==> src/rtl/pdec_pkg.sv <==
package pdec_pkg;

    typedef enum logic [1:0] {
        ACT_IDLE = 2'b00,
        ACT_SET  = 2'b01,
        ACT_CLR  = 2'b10,
        ACT_BOTH = 2'b11
    } act_e;

    typedef struct packed {
        logic active;
        act_e kind;
    } evt_t;

    localparam logic SAFE_LEVEL = 1'b1;

    function automatic evt_t classify(input logic s, input logic c);
        evt_t e;
        e.kind   = act_e'({c, s});
        e.active = s | c;
        return e;
    endfunction

    function automatic int unsigned cnt_width(input int unsigned limit);
        return (limit < 2) ? 1 : $clog2(limit);
    endfunction

endpackage

==> src/rtl/pdec_classify.sv <==
module pdec_classify
    import pdec_pkg::*;
(
    input  logic set_pulse,
    input  logic clr_pulse,
    output evt_t evt
);
    always_comb begin
        evt = classify(set_pulse, clr_pulse);
    end
endmodule

==> src/rtl/pdec_watchdog.sv <==
module pdec_watchdog
    import pdec_pkg::*;
#(
    parameter int unsigned LIMIT = 500
) (
    input  logic clk,
    input  logic rst,
    input  evt_t evt,
    output logic trip,
    output logic expired
);
    localparam int unsigned CW = cnt_width(LIMIT);
    localparam logic [CW-1:0] LAST = CW'(LIMIT - 1);

    logic [CW-1:0] idle_cnt;

    // the edge that samples the LIMIT-th quiet cycle trips the watchdog
    always_comb begin
        trip = !evt.active && !expired && (idle_cnt == LAST);
    end

    always_ff @(posedge clk) begin
        if (rst) begin
            idle_cnt <= '0;
            expired  <= 1'b1;
        end else if (evt.active) begin
            idle_cnt <= '0;
            expired  <= 1'b0;
        end else if (trip) begin
            expired  <= 1'b1;
        end else if (!expired) begin
            idle_cnt <= idle_cnt + 1'b1;
        end
    end
endmodule

==> src/rtl/pdec_level.sv <==
module pdec_level
    import pdec_pkg::*;
(
    input  logic clk,
    input  logic rst,
    input  evt_t evt,
    input  logic trip,
    output logic level
);
    always_ff @(posedge clk) begin
        if (rst) begin
            level <= SAFE_LEVEL;
        end else if (trip) begin
            level <= SAFE_LEVEL;
        end else begin
            unique case (evt.kind)
                ACT_SET:  level <= 1'b1;
                ACT_CLR:  level <= 1'b0;
                default:  level <= level;
            endcase
        end
    end
endmodule

==> src/rtl/pulse_decoder_wd.sv <==
module pulse_decoder_wd
    import pdec_pkg::*;
#(
    parameter int unsigned LIMIT = 500
) (
    input  logic clk,
    input  logic rst,
    input  logic set_pulse,
    input  logic clr_pulse,
    output logic dout,
    output logic timeout
);
    evt_t evt;
    logic trip;
    logic expired;
    logic level;

    pdec_classify u_cls (
        .set_pulse (set_pulse),
        .clr_pulse (clr_pulse),
        .evt       (evt)
    );

    pdec_watchdog #(.LIMIT(LIMIT)) u_wd (
        .clk     (clk),
        .rst     (rst),
        .evt     (evt),
        .trip    (trip),
        .expired (expired)
    );

    pdec_level u_lvl (
        .clk   (clk),
        .rst   (rst),
        .evt   (evt),
        .trip  (trip),
        .level (level)
    );

    assign dout    = level;
    assign timeout = expired;
endmodule

==> config.mk <==
export PLATFORM = sky130hd
export DESIGN_NAME = pulse_decoder_wd
export DESIGN_NICKNAME = d
export VERILOG_FILES = /design/src/rtl/pdec_pkg.sv /design/src/rtl/pdec_classify.sv /design/src/rtl/pdec_watchdog.sv /design/src/rtl/pdec_level.sv /design/src/rtl/pulse_decoder_wd.sv
export SDC_FILE = /design/constraint.sdc
export NUM_CORES = 1
export LEC_CHECK = 0
export BUFFER_PORTS_ARGS = -buffer_cell sky130_fd_sc_hd__buf_2
export CAP_MARGIN = 10
export CORE_AREA = 4 4 41 43
export DETAILED_ROUTE_END_ITERATION = 8
export DIE_AREA = 0 0 45 47
export MAX_ROUTING_LAYER = met4
export PLACE_DENSITY_LB_ADDON = 0.15
export SLEW_MARGIN = 20
export SYNTH_ARGS = -nofsm -noshare
export SYNTH_HDL_FRONTEND = slang
export SYNTH_HIERARCHICAL = 1
export SYNTH_SLANG_ARGS = --single-unit
export TNS_END_PERCENT = 10
==> constraint.sdc <==
create_clock -name clk -period 1.7 [get_ports clk]
set_input_delay 0.34 -clock clk [delete_from_list [all_inputs] [get_ports clk]]
set_output_delay 0.34 -clock clk [all_outputs]
set_load 0.02 [all_outputs]
* Yosys cells after proc, flatten, opt, wreduce, memory -nomap -nowiden
Index checks and enable logic that the tools add are counted.
** Storage, ports and cells
- Flip-flop bits (word level) :: 11
** Cells by class
- Multiplexer cells :: 3
- Eq/ne operators :: 3
- Add/sub/neg operators :: 1
- Reductions and logical operators :: 9
- Bitwise operators :: 3
** Operators with widths (number)
- 9-bit by 1-bit adder with 9-bit output, second input constant :: 1
- 9-bit equality test, second input constant :: 1
- 2-bit nonzero test :: 2
- 2-bit OR reduction :: 2
- 2-bit by 1-bit equality test with 1-bit output, second input constant :: 1
- 2-bit equality test, second input constant :: 1
- 1-bit logical AND :: 2
- 1-bit zero test :: 2
- 1-bit two-way mux :: 2
- 1-bit NOT :: 2
- 1-bit one-hot mux with 2 select lines :: 1
- 2-bit AND reduction :: 1
- 1-bit OR :: 1

* Logic depth before layout (Yosys ltp)
Gate-level depths: netlist of run 1.
- Word-level depth :: 6
- Mapped depth :: 5
- Gate-level depth less buffers :: 5

* Cells and area by module
Netlist of run 1, hierarchy kept.
** By module, submodules not included
- pdec_watchdog :: cells an instance 52, times used 1, area each 480.5 µm²
- pdec_level :: cells an instance 7, times used 1, area each 65.1 µm²
- pdec_classify :: cells an instance 3, times used 1, area each 21.3 µm²

* Worst setup path after synthesis of run 1
No wires, ideal clock.
- Path type :: reg-to-reg
- Start point :: register u_wd.idle_cnt[0]
- End point :: register u_wd.idle_cnt[6]
- Path slack :: 511 ps
- Stages on the path, launching flop included :: 5
- Arrival time :: 1119 ps
- Library setup time :: 70 ps
- Cell sequence :: dfxtp_1 ha_1 nand4b_2 or3_1 a21oi_1
** On the way
- Cells in the longest elaborated chain, start to end :: 4
- Elaborated cells between the ends (all ways) :: 5
- Classes of those cells :: 1 x add/sub; 1 x eq/ne; 1 x bitwise; 2 x reduce/logical
** Ends and longest elaborated chain
- start, declared :: RTL line pdec_watchdog.sv:15 : logic [CW-1:0] idle_cnt;
- start signal, assigned :: RTL line pdec_watchdog.sv:32 : idle_cnt <= idle_cnt + 1'b1;
- parallel branches: the longest is 4 deep, another holds 9-bit by 1-bit adder with 9-bit output
Several ways; the timed one is not identified.
A chain may end at the register's enable or synchronous reset.

* Final worst setup path of run 1
- Start point :: register u_wd.idle_cnt[0]
- End point :: register u_wd.idle_cnt[8]
The elaborated chain is that of the path after synthesis.

==> results of run 1 <==
## cells in the final DEF, fill, tap and decap left out
| cell type | netlist | layout |
|---|---|---|
| and2b_1 | 1 | 1 |
| inv_1 | 1 | 1 |
| nand4_1 | 1 | 1 |
| nor3_1 | 1 | 1 |
| buf_2 | 0 | 5 |
| nor2b_2 | 1 | 1 |
| or2_1 | 1 | 1 |
| nand2b_1 | 1 | 1 |
| a41oi_2 | 1 | 1 |
| xor2_1 | 1 | 1 |
| nand2_1 | 7 | 7 |
| or3_1 | 5 | 5 |
| ha_1 | 2 | 2 |
| clkbuf_4 | 0 | 3 |
| o21ai_2 | 1 | 1 |
| xnor2_1 | 1 | 1 |
| or2_2 | 1 | 1 |
| and4_1 | 1 | 1 |
| mux2i_1 | 4 | 4 |
| o21ai_0 | 2 | 2 |
| and4b_1 | 1 | 1 |
| a21oi_1 | 3 | 3 |
| nor2_1 | 5 | 5 |
| nand3_1 | 3 | 3 |
| o21bai_1 | 1 | 1 |
| a311o_1 | 1 | 1 |
| dfxtp_1 | 11 | 11 |
| clkbuf_1 | 0 | 1 |
| nand4b_2 | 1 | 1 |
| and3_1 | 1 | 1 |
## per-layer routing
metal | global-route usage, % | vias up | part of all wire [%]
met4 | 10.5 | 0 | 1.2
met2 | 17.5 | 5 | 46
met5 | - | - | 0
met1 | 12.4 | 195 | 49
met3 | 3.45 | 2 | 3.8
li1 | - | 235 | -
## critical path, stage by stage, from the launching register on
cell and delay (ns):
dfxtp_1 0.37, ha_1 0.23, nand4b_2 0.17, or3_1 0.34
a21oi_1 0.14
## sequential cells by signal, summed over array words and instances, names as in the netlist
| register | flops |
|---|---|
| u_lvl/level | 1 |
| u_wd/expired | 1 |
| u_wd/idle_cnt | 9 |
## kinds of logic (layout without fill, tap and decap cells)
| family | after synthesis | in the layout | share of synthesized area [%] |
|---|---|---|---|
| AND/OR/NAND/NOR | 31 | 31 | 31.4 |
| multiplexers | 4 | 4 | 7.06 |
| buffers and inverters | 3 | 10 | 3.31 |
| adder cells (fa/ha/maj) | 2 | 2 | 4.41 |
| flip-flops | 11 | 11 | 38.9 |
| AO/OA/AOI/OAI | 9 | 9 | 11.9 |
| XOR/XNOR | 2 | 2 | 3.09 |
## cell type report
cell class,instances,area [µm²],area share [%]
inverters,1,3.75,0.604
repair buffers,5,25.0,4.02
multi-input cells,48,328,52.7
well taps,15,18.8,3.02
clock buffers,4,26.3,4.23
flip-flops and latches,11,220,35.4
## path summary, 6_finish.rpt
check / slack, ns / to / from / cells after the start
min: 0.32 / u_lvl/level / rst / 3
max: 0.39 / u_wd/idle_cnt[8] / u_wd/idle_cnt[0] / 4
min reg2reg: 0.48 / u_wd/idle_cnt[1] / u_wd/idle_cnt[1] / 2
max reg2reg: 0.39 / u_wd/idle_cnt[8] / u_wd/idle_cnt[0] / 4
## per-stage QoR
stage / util (%) / instances
after floorplan: - / 62
after global placement: 45.8 / 80
after detailed placement: 45.8 / 80
after CTS: 47.8 / 84
after global routing: 47.8 / 84
final: 47.8 / 84
## report_power, final
part | switching [mW] | leakage (nW) | total (mW) | internal (mW)
Combinational | 0.0173 | 0.146 | 0.0338 | 0.0165
Clock | 0.0909 | 0.0150 | 0.182 | 0.0908
Sequential | 0.00346 | 0.0892 | 0.264 | 0.261
==> flow_metrics.tcl, run 1 <==
set metrics [dict create \
    run_status "completed" \
    power-per-cell-area_nw_per_um2 772 \
    most_used_standard_cell_by_instance_count_after_synthesis "dfxtp_1" \
    nFillCells 149 \
    finalMaxSlewViolations 0 \
    clockBufferDepth 2 \
    tightestPinTransition_ns 0.276 \
    clock_latency_ns 0.27 \
    routedWlPerCell_um 11.7 \
    ys.flop_type "dfxtp_1" \
    fin_total_pwr_mw 0.480 \
    vias 437 \
    part_of_the_cycle_the_worst_path_needs_pct 76.9 \
    synth.largest_area_cell "dfxtp_1" \
    postLayoutSetupSlackWorst_ns 0.393 \
    dr.pass1.iters 2 \
    ys.warnings.count 6 \
    cts_tree "yes" \
    worst_slew_margin_rel_pct 81.5 \
    die_area_um2 2120 \
    stdcell_area_um2 622 \
    grt-ovfl-total 0 \
    fp-row-count 13 \
    p_leak_nw 0.251 \
    timing.setup.critical_path_class "reg2reg" \
    insertedDiodeCount 0 \
    cts.sinks 11 \
    synth_enable_flop_cells 0 \
    grt_usage_pct 11.7 \
    synth_commonest_cells "dfxtp_1 (11), nand2_1 (7), nor2_1 (5), or3_1 (5), mux2i_1 (4)" \
    yosysTopAreaCellShare_pct 38.9 \
    ys_ff_latch 11 \
    asyncSetResetFlopFracSynth_pct 0 \
    numPortBuffers 5 \
    numCtsBuffers 3 \
    critical_path_required_ns 1.90 \
    clock.fmax_mhz 765 \
    top_level_ports 6 \
    drtIter0Drc 4 \
    final_nets 76 \
    min_period_ns 1.31 \
    worst_min_delay_path_class "in2reg" \
    power.ir.vdd_worst_uv 408 \
    worstPathMaxFanout 5 \
    maximum_number_of_pins_on_one_net_before_global_route_repair 8 \
    die_h_um 47 \
    global_placer_s_final_weighted_congestion 0.685 \
    start_util_pct 43.6 \
    antenna_found_initial 0 \
    first_global_vias 396 \
    placement.cell_area_um2 596 \
    drt_drc_violations_left 0 \
    avgSynthCellArea_um2 9.14 \
    layout-area-overhead-vs-synth_pct 9.71 \
    syn_inst 62 \
    start_kind "flip-flop" \
    post_route_cells_drive_above_1_share_pct 18.8 \
    postRouteAntennaNets 0 \
    design.core.area_um2 1300 \
    setup_viol 0 \
    post_cts_hold_buffer_count 0 \
    htreeDepth 1 \
    hold_ws_ns 0.316 \
    clkSlewWorstSetupHoldPaths_ns 0.07 \
    postCtsSetupRepairBufs 0 \
    clock_skew_ns 0.00259 \
    wirelength_um 985 \
    fp.dieW_um 45 \
    hold_viol_final 0 \
    synth_cell_type_count 28 \
    synth_seq_area_share_pct 38.9 \
    grt_pass1_wl_mm 1.63 \
    placement.setup.worst_slack_ns 0.388 \
    route.detailed.vias_per_inst 5.20 \
    critPathCaptureType "flip-flop" \
    cts.repair.resized 0 \
    arrival_ns 1.51 \
    fin_setup_tns_ns 0 \
    rsz0062_at_grt "no" \
    area_contributors_post_synth "dfxtp_1 (39%), mux2i_1 (7.1%), or3_1 (5.5%)" \
    net_count_after_synthesis 68 \
    cts_root_buf "clkbuf_4" \
    timing.max_cap.violations 0 \
    post_synth_instance_area_um2 567 \
]
(Power assumes the default switching activity.)
==> run 2: changes to the inputs <==
==> constraint.sdc (replaced) <==
create_clock -name clk -period 1.3 [get_ports clk]
set_input_delay 0.26 -clock clk [delete_from_list [all_inputs] [get_ports clk]]
set_output_delay 0.26 -clock clk [all_outputs]
set_load 0.02 [all_outputs]
==> run 2 against run 1 <==
Sequential cell count is the same. Global-route usage up 0.80 points. Critical path depth unchanged. Setup slack worse by 0.30 ns. Sequential share of layout area decreased by 1.3 points. Largest cell class unchanged. Largest power group unchanged.
==> flow_metrics.tcl, run 2 (synthesis results as in run 1) <==
set metrics [dict create \
    setup_viol 0 \
    cts.sinks 11 \
    die_h_um 47 \
    timing.setup.critical_path_class "reg2reg" \
    antenna_found_initial 0 \
    p_leak_nw 0.273 \
    worst_slew_margin_rel_pct 81.1 \
    grt_pass1_wl_mm 1.82 \
    routedWlPerCell_um 11.7 \
    clock.fmax_mhz 832 \
    clockBufferDepth 2 \
    design.core.area_um2 1300 \
    die_area_um2 2120 \
    power-per-cell-area_nw_per_um2 954 \
    timing.max_cap.violations 0 \
    postRouteAntennaNets 0 \
    worst_min_delay_path_class "in2reg" \
    hold_viol_final 0 \
    cts_root_buf "clkbuf_4" \
    postCtsSetupRepairBufs 0 \
    start_kind "flip-flop" \
    fp-row-count 13 \
    max_flop_register "u_wd/idle_cnt" \
    layout-area-overhead-vs-synth_pct 15.7 \
    startpoint "u_wd/idle_cnt[0]" \
    finalCoreUtilization_pct 50.4 \
    grt_usage_pct 12.5 \
    global_placer_s_final_weighted_congestion 0.674 \
    wirelength_um 997 \
    post_cts_hold_buffer_count 0 \
    placement.setup.worst_slack_ns -0.00875 \
    critical_path_required_ns 1.50 \
    part_of_the_cycle_the_worst_path_needs_pct 92.5 \
    clock_skew_ns 0.00523 \
    cts_tree "yes" \
    largest_register_ffs 9 \
    drt_drc_violations_left 0 \
    fp.dieW_um 45 \
    htreeDepth 1 \
    grt-ovfl-total 0 \
    worstPathMaxFanout 5 \
    clock_latency_ns 0.27 \
    nFillCells 138 \
    start_util_pct 43.6 \
    mostFrequentLayoutCells "dfxtp_1 (8), nand2_1 (7), buf_2 (5), nor2_1 (5), or3_1 (5)" \
    maximum_number_of_pins_on_one_net_before_global_route_repair 8 \
    power.ir.vdd_worst_uv 699 \
    numPortBuffers 5 \
    r2r_start "u_wd/idle_cnt[0]" \
    route.detailed.vias_per_inst 5.40 \
    numCtsBuffers 3 \
    critPathCaptureType "flip-flop" \
    worst-r2r-setup-slack_ns 0.1 \
    rsz0062_at_grt "no" \
    finalMaxSlewViolations 0 \
    layout_commonest_cell "dfxtp_1" \
    first_global_vias 416 \
    detailed_place_hpwl_um 767 \
    post_route_cells_drive_above_1_share_pct 27.1 \
    tightestPinTransition_ns 0.282 \
    top_level_ports 6 \
    vias 459 \
    timing.hold.worst.start "rst" \
    run_status "completed" \
    fin_total_pwr_mw 0.625 \
    min_period_ns 1.20 \
    final_nets 77 \
    largestRegisters "u_wd/idle_cnt x9, u_lvl/level x1, u_wd/expired x1" \
    clkSlewWorstSetupHoldPaths_ns 0.08 \
    drtIter0Drc 9 \
    arrival_ns 1.40 \
    insertedDiodeCount 0 \
    postLayoutSetupSlackWorst_ns 0.0981 \
    dr.pass1.iters 4 \
]
[run 2: metal layers]
layer  up-vias  GRT usage (%)  part of all wire, %
met5         -              -                    0
met2         9           17.5                   45
met1       211           15.3                   48
met3         2           6.90                  5.8
met4         0           3.51                  1.2
li1        237              -                    -
[run 2: worst max-delay path, cell delays in order, from the launching register on]
cell      delay, ns
dfxtp_2        0.38
ha_4           0.17
nand4b_4       0.12
or3_1          0.33
a21oi_1        0.14
[run 2: final timing paths]
kind                                         end  cells past startpoint
worst min register to register  u_wd/idle_cnt[1]                      2
worst min-delay path                 u_lvl/level                      3
worst max register to register  u_wd/idle_cnt[8]                      4
worst max-delay path            u_wd/idle_cnt[8]                      4
[run 2: what timing repair did]
action / CTS / global route
gates resized for setup: 2 / 4
pin swaps: 0 / 0
endpoints found under the setup margin: 2 / 3
[run 2: cell type report]
type                    instances  area [µm²]  area share (%)
multi-input cells              48         349            53.2
flip-flops and latches         11         224            34.2
repair buffers                  6        32.5            4.96
clock buffers                   3        22.5            3.44
well taps                      15        18.8            2.86
clock inverters                 1        5.00           0.763
inverters                       1        3.75           0.573
[run 2: power by group]
group	leakage, nW	switching (mW)	internal, mW
Combinational	0.165	0.0232	0.0227
Sequential	0.0907	0.00518	0.342
Clock	0.0177	0.119	0.114
Total	0.273	0.147	0.478
[run 2: through the flow]
| stage | hold WS (ns) | instance area (µm²) | setup TNS, ns | cells |
|---|---|---|---|---|
| 6_report | 0.245 | 656 | 0 | 85 |
| 5_1_grt | 0.256 | 656 | 0 | 85 |
| 4_1_cts | 0.241 | 634 | 0 | 85 |
| 3_5_place_dp | 0.473 | 603 | -0.00875 | 81 |
| 3_3_place_gp | 0.462 | 603 | 0 | 81 |
| 2_1_floorplan | 0.353 | 567 | 0 | 62 |
